## config.mk

```make
export PLATFORM = sky130hd
export DESIGN_NAME = host_port_slave
export DESIGN_NICKNAME = d
export VERILOG_FILES = /design/src/rtl/hps_pkg.sv /design/src/rtl/hps_sync.sv /design/src/rtl/hps_ram.sv /design/src/rtl/hps_core.sv /design/src/rtl/host_port_slave.sv
export SDC_FILE = /design/constraint.sdc
export NUM_CORES = 2
export LEC_CHECK = 0
export BUFFER_PORTS_ARGS = -buffer_cell sky130_fd_sc_hd__clkbuf_2
export CAP_MARGIN = 10
export CORE_UTILIZATION = 45
export CTS_BUF_LIST = sky130_fd_sc_hd__clkbuf_4 sky130_fd_sc_hd__clkbuf_8
export CTS_CLUSTER_DIAMETER = 30
export DETAILED_ROUTE_END_ITERATION = 8
export SYNTH_ARGS = -nofsm -noshare
export SYNTH_HDL_FRONTEND = slang
export SYNTH_HIERARCHICAL = 1
export SYNTH_SLANG_ARGS = --single-unit
```

## constraint.sdc

```tcl
create_clock -name clk -period 2.6 [get_ports clk]
set_input_delay 0.13 -clock clk [delete_from_list [all_inputs] [get_ports clk]]
set_output_delay 0.13 -clock clk [all_outputs]
set_load 0.01 [all_outputs]
```

## src/rtl/hps_pkg.sv

```systemverilog
package hps_pkg;

    typedef enum logic [1:0] {
        SEL_CTRL = 2'b00,
        SEL_DINC = 2'b01,
        SEL_ADDR = 2'b10,
        SEL_DFIX = 2'b11
    } sel_e;

    // Both data-register codes have bit 0 set
    function automatic logic sel_is_data(input sel_e s);
        return s[0];
    endfunction

    function automatic logic [15:0] hp_merge(input logic [15:0] old_v,
                                             input logic [15:0] new_v,
                                             input logic [1:0]  be);
        logic [15:0] r;
        r = old_v;
        if (be[0]) r[7:0]  = new_v[7:0];
        if (be[1]) r[15:8] = new_v[15:8];
        return r;
    endfunction

endpackage

```

## src/rtl/hps_sync.sv

```systemverilog
module hps_sync #(
    parameter int             W      = 2,
    parameter int             STAGES = 2,
    parameter logic [W-1:0]   RST    = '0
) (
    input  logic         clk,
    input  logic         rst_n,
    input  logic [W-1:0] raw_i,
    output logic [W-1:0] lvl_o,
    output logic [W-1:0] prv_o
);
    localparam int DEPTH = STAGES + 1;

    logic [W-1:0] pipe_d [DEPTH];
    logic [W-1:0] pipe_q [DEPTH];

    always_comb begin
        pipe_d[0] = raw_i;
        for (int i = 1; i < DEPTH; i++) pipe_d[i] = pipe_q[i-1];
    end

    always_ff @(posedge clk or negedge rst_n) begin
        if (!rst_n) begin
            for (int i = 0; i < DEPTH; i++) pipe_q[i] <= RST;
        end else begin
            for (int i = 0; i < DEPTH; i++) pipe_q[i] <= pipe_d[i];
        end
    end

    assign lvl_o = pipe_q[STAGES-1];
    assign prv_o = pipe_q[STAGES];
endmodule

```

## src/rtl/hps_ram.sv

```systemverilog
module hps_ram #(
    parameter int AW = 6
) (
    input  logic          clk,
    input  logic          we,
    input  logic [3:0]    wbe,
    input  logic [AW-1:0] waddr,
    input  logic [31:0]   wdata,
    input  logic          re,
    input  logic [AW-1:0] raddr,
    output logic [31:0]   rdata
);
    localparam int DEPTH = 1 << AW;
    localparam int LANES = 4;

    for (genvar g = 0; g < LANES; g++) begin : g_lane
        logic [7:0] mem [DEPTH];
        logic [7:0] rd_q;
        always_ff @(posedge clk) begin
            if (we && wbe[g]) mem[waddr] <= wdata[g*8 +: 8];
            if (re)           rd_q       <= mem[raddr];
        end
        assign rdata[g*8 +: 8] = rd_q;
    end
endmodule

```

## src/rtl/hps_core.sv

```systemverilog
module hps_core
    import hps_pkg::*;
#(
    parameter int AW = 6
) (
    input  logic          clk,
    input  logic          rst_n,
    input  logic          acc_lvl,
    input  logic          acc_prv,
    input  logic          ale_lvl,
    input  logic          ale_prv,
    input  logic [1:0]    sel_i,
    input  logic          half_i,
    input  logic          rnw_i,
    input  logic [1:0]    be_i,
    input  logic [15:0]   dat_i,
    input  logic          int_req,
    output logic [15:0]   dat_o,
    output logic          dat_oe,
    output logic          rdy,
    output logic          int_o,
    output logic          ram_we,
    output logic [3:0]    ram_wbe,
    output logic [AW-1:0] ram_waddr,
    output logic [31:0]   ram_wdata,
    output logic          ram_re,
    output logic [AW-1:0] ram_raddr,
    input  logic [31:0]   ram_rdata
);
    typedef struct packed {
        logic [31:0]   addr;
        logic          flag;
        logic [15:0]   stg_dat;
        logic [1:0]    stg_be;
        sel_e          sel;
        logic          half;
        logic          rnw;
        logic          busy;
        sel_e          lsel;
        logic          lhalf;
        logic          lrnw;
        logic          lvld;
        logic          fetch;
        logic          we;
        logic [3:0]    wbe;
        logic [31:0]   wdat;
        logic [AW-1:0] waddr;
    } st_t;

    st_t  s_q, s_d;
    logic acc_start, acc_end, ale_start;
    sel_e e_sel;
    logic e_half, e_rnw;
    logic [31:0] rd_word;

    assign acc_start = acc_lvl & ~acc_prv;
    assign acc_end   = ~acc_lvl & acc_prv;
    assign ale_start = ale_lvl & ~ale_prv;

    always_comb begin
        s_d        = s_q;
        s_d.fetch  = 1'b0;
        s_d.we     = 1'b0;
        e_sel      = s_q.lvld ? s_q.lsel  : sel_e'(sel_i);
        e_half     = s_q.lvld ? s_q.lhalf : half_i;
        e_rnw      = s_q.lvld ? s_q.lrnw  : rnw_i;

        if (acc_end && s_q.busy) begin
            s_d.busy = 1'b0;
            s_d.lvld = 1'b0;
            if (!s_q.rnw) begin
                unique case (s_q.sel)
                    SEL_ADDR: begin
                        if (s_q.half) s_d.addr[31:16] = hp_merge(s_q.addr[31:16], dat_i, be_i);
                        else          s_d.addr[15:0]  = hp_merge(s_q.addr[15:0],  dat_i, be_i);
                    end
                    SEL_CTRL: begin
                        if (!s_q.half && be_i[0] && dat_i[0]) s_d.flag = 1'b0;
                    end
                    default: begin
                        if (!s_q.half) begin
                            s_d.stg_dat = dat_i;
                            s_d.stg_be  = be_i;
                        end else begin
                            s_d.we     = 1'b1;
                            s_d.wbe    = {be_i, s_q.stg_be};
                            s_d.wdat   = {dat_i, s_q.stg_dat};
                            s_d.waddr  = s_q.addr[AW-1:0];
                            s_d.stg_be = 2'b00;
                        end
                    end
                endcase
            end
            if (s_q.sel == SEL_DINC && s_q.half) s_d.addr = s_q.addr + 32'd1;
        end

        if (ale_start) begin
            s_d.lsel  = sel_e'(sel_i);
            s_d.lhalf = half_i;
            s_d.lrnw  = rnw_i;
            s_d.lvld  = 1'b1;
        end

        if (acc_start) begin
            s_d.sel   = e_sel;
            s_d.half  = e_half;
            s_d.rnw   = e_rnw;
            s_d.busy  = 1'b1;
            s_d.fetch = e_rnw && sel_is_data(e_sel) && !e_half;
        end

        if (int_req) s_d.flag = 1'b1;
    end

    always_ff @(posedge clk or negedge rst_n) begin
        if (!rst_n) begin
            s_q      <= '0;
            s_q.sel  <= SEL_CTRL;
            s_q.lsel <= SEL_CTRL;
        end else begin
            s_q <= s_d;
        end
    end

    always_comb begin
        unique case (s_q.sel)
            SEL_CTRL: rd_word = {31'd0, s_q.flag};
            SEL_ADDR: rd_word = s_q.addr;
            default:  rd_word = ram_rdata;
        endcase
    end

    assign dat_o     = s_q.half ? rd_word[31:16] : rd_word[15:0];
    assign dat_oe    = s_q.busy & s_q.rnw;
    assign rdy       = ~s_q.fetch;
    assign int_o     = s_q.flag;
    assign ram_re    = s_q.fetch;
    assign ram_raddr = s_q.addr[AW-1:0];
    assign ram_we    = s_q.we;
    assign ram_wbe   = s_q.wbe;
    assign ram_waddr = s_q.waddr;
    assign ram_wdata = s_q.wdat;


    rdy_single_chk: assert property (@(posedge clk) disable iff (!rst_n)
        !rdy |=> rdy);


    mem_write_chk: assert property (@(posedge clk) disable iff (!rst_n)
        ram_we |-> $past(acc_end && s_q.busy && !s_q.rnw && s_q.half));


    fixed_addr_chk: assert property (@(posedge clk) disable iff (!rst_n)
        (acc_end && s_q.busy && s_q.sel == SEL_DFIX) |=> $stable(s_q.addr));


    oe_release_chk: assert property (@(posedge clk) disable iff (!rst_n)
        acc_end |=> !dat_oe);


    int_set_chk: assert property (@(posedge clk) disable iff (!rst_n)
        int_req |=> int_o);
endmodule

```

## src/rtl/host_port_slave.sv

```systemverilog
module host_port_slave #(
    parameter int AW     = 6,
    parameter int STAGES = 2
) (
    input  logic        clk,
    input  logic        rst_n,
    input  logic        hst_cs_n,
    input  logic        hst_strb_n,
    input  logic        hst_ale_n,
    input  logic [1:0]  hst_sel,
    input  logic        hst_half,
    input  logic        hst_rnw,
    input  logic [1:0]  hst_be,
    input  logic [15:0] hst_dat_i,
    output logic [15:0] hst_dat_o,
    output logic        hst_dat_oe,
    output logic        hst_rdy,
    output logic        hst_int,
    input  logic        core_int_req
);
    logic [1:0]    raw, lvl, prv;
    logic          ram_we, ram_re;
    logic [3:0]    ram_wbe;
    logic [AW-1:0] ram_waddr, ram_raddr;
    logic [31:0]   ram_wdata, ram_rdata;

    // bit 0: access active, bit 1: address latch active
    assign raw = {~hst_ale_n, ~hst_cs_n & ~hst_strb_n};

    hps_sync #(.W(2), .STAGES(STAGES), .RST(2'b00)) u_sync (
        .clk   (clk),
        .rst_n (rst_n),
        .raw_i (raw),
        .lvl_o (lvl),
        .prv_o (prv)
    );

    hps_core #(.AW(AW)) u_core (
        .clk       (clk),
        .rst_n     (rst_n),
        .acc_lvl   (lvl[0]),
        .acc_prv   (prv[0]),
        .ale_lvl   (lvl[1]),
        .ale_prv   (prv[1]),
        .sel_i     (hst_sel),
        .half_i    (hst_half),
        .rnw_i     (hst_rnw),
        .be_i      (hst_be),
        .dat_i     (hst_dat_i),
        .int_req   (core_int_req),
        .dat_o     (hst_dat_o),
        .dat_oe    (hst_dat_oe),
        .rdy       (hst_rdy),
        .int_o     (hst_int),
        .ram_we    (ram_we),
        .ram_wbe   (ram_wbe),
        .ram_waddr (ram_waddr),
        .ram_wdata (ram_wdata),
        .ram_re    (ram_re),
        .ram_raddr (ram_raddr),
        .ram_rdata (ram_rdata)
    );

    hps_ram #(.AW(AW)) u_ram (
        .clk   (clk),
        .we    (ram_we),
        .wbe   (ram_wbe),
        .waddr (ram_waddr),
        .wdata (ram_wdata),
        .re    (ram_re),
        .raddr (ram_raddr),
        .rdata (ram_rdata)
    );
endmodule

```

==> results.cfg <==
[grt]
antenna_found_initial = 14
grt_pass1_wl_mm = 351
grt_max_degree = 66
grt_pass1_vias = 47300
grt_util_all_layers = 0.259
grt.overflow.total = 0

[hold_path]
hp-class = input port to flip-flop
min_path_cells = 5

[run_status]
violations = negative setup slack
status = finished, violations left

[finish]
fin_area_sq_um = 105000
seq_area_sq_um = 65300
area_growth_pct = 22.1
fill_cells = 14300
drive_gt1_frac = 0.396
multi_input_area_sq_um = 19400
fin_nets = 5202

[yosys]
synth_top_cell_area_share = 0.728
synth.avg_cell_area_sq_um = 20.2
synth_fp_nets = 4271
synth_edf_count = 2080
synth-compound-area-share = 0.0341
synth_xor_area_frac = 0
yosysWarnings = 6
yosys_register_bits = 2191
synthArstFlopShare = 0.0507
yosys.area.top_type = edfxtp_1
ys_seq_area_frac = 0.760
synthTopCellsByArea = edfxtp_1, mux4_2, dfrtp_1, nor2_1, mux2i_1
synth_area_sq_um = 85800
synthAdderAreaFrac = 0.000146
synth_most_common_cell = edfxtp_1
muxShareOfSynthArea = 0.152
synth_ff_type = edfxtp_1
synth_top_family_by_area = multiplexers
synth.distinct_cells = 79
synth_common_cells = edfxtp_1, mux4_2, nor2_1, nand2_1, o22ai_1
synth-simple-area-share = 0.0336
synth_cells = 4242

[pwr]
ir_drop_mv = 0.587
p_leak_nw = 34.9
cellPowerDensity_nw_per_um2 = 1130

[worst_setup_path]
crit_path_max_fanout = 9
r2r_cells = 4
end_kind = flip-flop
crit_type = flip-flop to flip-flop
cp-start-kind = flip-flop
crit_required_ns = 3.36
crit_arrival_ns = 3.41

[timing]
setup_viol = 10
timing.final.ws_setup_ns = -0.0479
worst_slew_pin_slew_ns = 1.14
slew_headroom = 0.241
period_share = 1.02
finalHoldViolCount = 0
fin_skew_ns = 0.106
rsz0062_at_grt = true
min_period_ns = 2.65
slew_violations = 0
fmax_mhz = 378

[detailed_routing]
dr.pass1.iters = 8
ant_nets = 0
drc = 0
wl_per_cell_microns = 31.2
vias_per_cell = 5.99
drtIter0Drc = 5717
finalWirelength_mm = 250
vias = 48000

[clocking]
h-tree-depth = 5
cts_made_buffers = 432
clk_latency_ns = 1.10
cts-root-buf = clkbuf_8
clk_pin_slew_ns = 0.06
cts_buffer_depth = 4
clock-sinks = 2191
cts_tree = done

[floorplanning]
start_util = 0.455
die_x_microns = 439
rows = 159
coreArea_sq_um = 189000
die_y_microns = 439
ios = 47
die_area_sq_um = 192000

[placement]
gp_congestion = 0.901
dp_hpwl_mm = 160
dpl-instance-area_sq_um = 93400
portBuffers = 46
place_ws_ns = -0.216

[run]
maxCapViolations = 0
## final timing paths
check | end | start | slack (ns)
min in group asynchronous | u_core/s_q[103]$_DFFE_PN0P_ | rst_n | 0.17
max in group asynchronous | u_core/ram_raddr[2]$_DFFE_PN0P_ | rst_n | 1.94
min reg2reg | u_sync/lvl_o[0]$_DFF_PN0_ | u_sync/pipe_d[2]$_DFF_PN0_ | 0.35
min | u_core/s_q[91]$_DFFE_PN0P_ | hst_dat_i[2] | 0.13
max | u_ram/g_lane[1].mem[35][6]$_DFFE_PP_ | u_core/ram_waddr[2]$_DFFE_PN0P_ | -0.05
max reg2reg | u_ram/g_lane[1].mem[35][6]$_DFFE_PP_ | u_core/ram_waddr[2]$_DFFE_PN0P_ | -0.05
## what timing repair did
action,CTS,global route
buffers inserted,31,18
cloned,7,6
resized for setup,81,99
endpoints found under the hold margin,191,0
pin swaps,9,14
endpoints found under the setup margin,30,48
hold buffers,61,0
## cells in the final DEF (no fill, tap or decap), types with 21 or more instances in the layout
| cell | n |
|---|---|
| edfxtp_1 | 2080 |
| buf_4 | 578 |
| mux4_2 | 504 |
| clkbuf_8 | 448 |
| nor2_1 | 319 |
| nand2_1 | 147 |
| o22ai_1 | 111 |
| mux2i_1 | 83 |
| clkinv_2 | 81 |
| buf_12 | 81 |
| dfrtp_1 | 71 |
| clkbuf_4 | 69 |
| mux2_2 | 67 |
| clkinv_1 | 63 |
| dlygate4sd3_1 | 60 |
| a21oi_1 | 60 |
| o21ai_0 | 53 |
| bufinv_16 | 46 |
| clkinvlp_4 | 40 |
| clkbuf_2 | 35 |
| dfrtp_2 | 34 |
| a21oi_2 | 22 |
| a22oi_1 | 22 |
| a221oi_1 | 21 |
## cell type report
cell class | count | share of cell area
tap | 2495 | 0.0298
inverter | 8 | 0.000287
antenna | 14 | 0.000334
sequential | 2191 | 0.623
clock buffer | 517 | 0.0638
multi-input combinational | 1739 | 0.186
clock inverter | 256 | 0.0244
timing repair buffer | 801 | 0.0726
## where the power goes
group,internal [mW],switching [mW]
registers,44.0,2.50
logic,15.7,19.2
clock network,21.7,15.1
total,81.4,36.8
## sequential cells by signal (all words and copies together) (netlist names)
name               flops
u_core/ram_wdata      32
u_core/ram_re          1
u_core/s_q            54
u_core/ram_waddr       6
u_sync/lvl_o           2
u_core/ram_we          1
u_ram/g_lane.mem    2048
u_core/int_o           1
u_core/ram_raddr       6
u_core/ram_wbe         4
u_ram/g_lane.rd_q     32
u_sync/pipe_d          2
u_sync/prv_o           2
## critical path, stage by stage (launching register included)
cell	delay (ns)
dfrtp_1	0.46
and3b_1	0.48
nand2_1	0.79
nor2_1	0.34
buf_4	0.25
## routing by layer
layer  GRT usage  part of all wire  vias up
li1            -                 -    19500
met1       0.372              0.40    25300
met2       0.384              0.45     2790
met3      0.0680              0.11      452
met4      0.0923             0.035        4
met5    0.000993           0.00030        -
## per-stage QoR
stage	setup TNS (ns)	utilization	total power, mW	instances	hold slack [ns]
CTS	-0.888	0.552	117	7986	0.000738
global route	-0.767	0.555	122	8010	0.103
global placement	-0.993	0.495	78.8	7115	0.187
floorplan	0	-	64.3	4242	-0.166
finish	-0.279	0.556	118	8021	0.126
detailed placement	-1.05	0.495	79.2	7115	0.189
## kinds of logic after synthesis
logic type / count (synthesis)
buffers and inverters: 313
DFF: 2191
adders and majority gates: 1
and+or+nand+nor: 634
AOI/OAI and AO/OA: 436
muxes: 667
No activity file was read; power rests on OpenSTA's default activity.
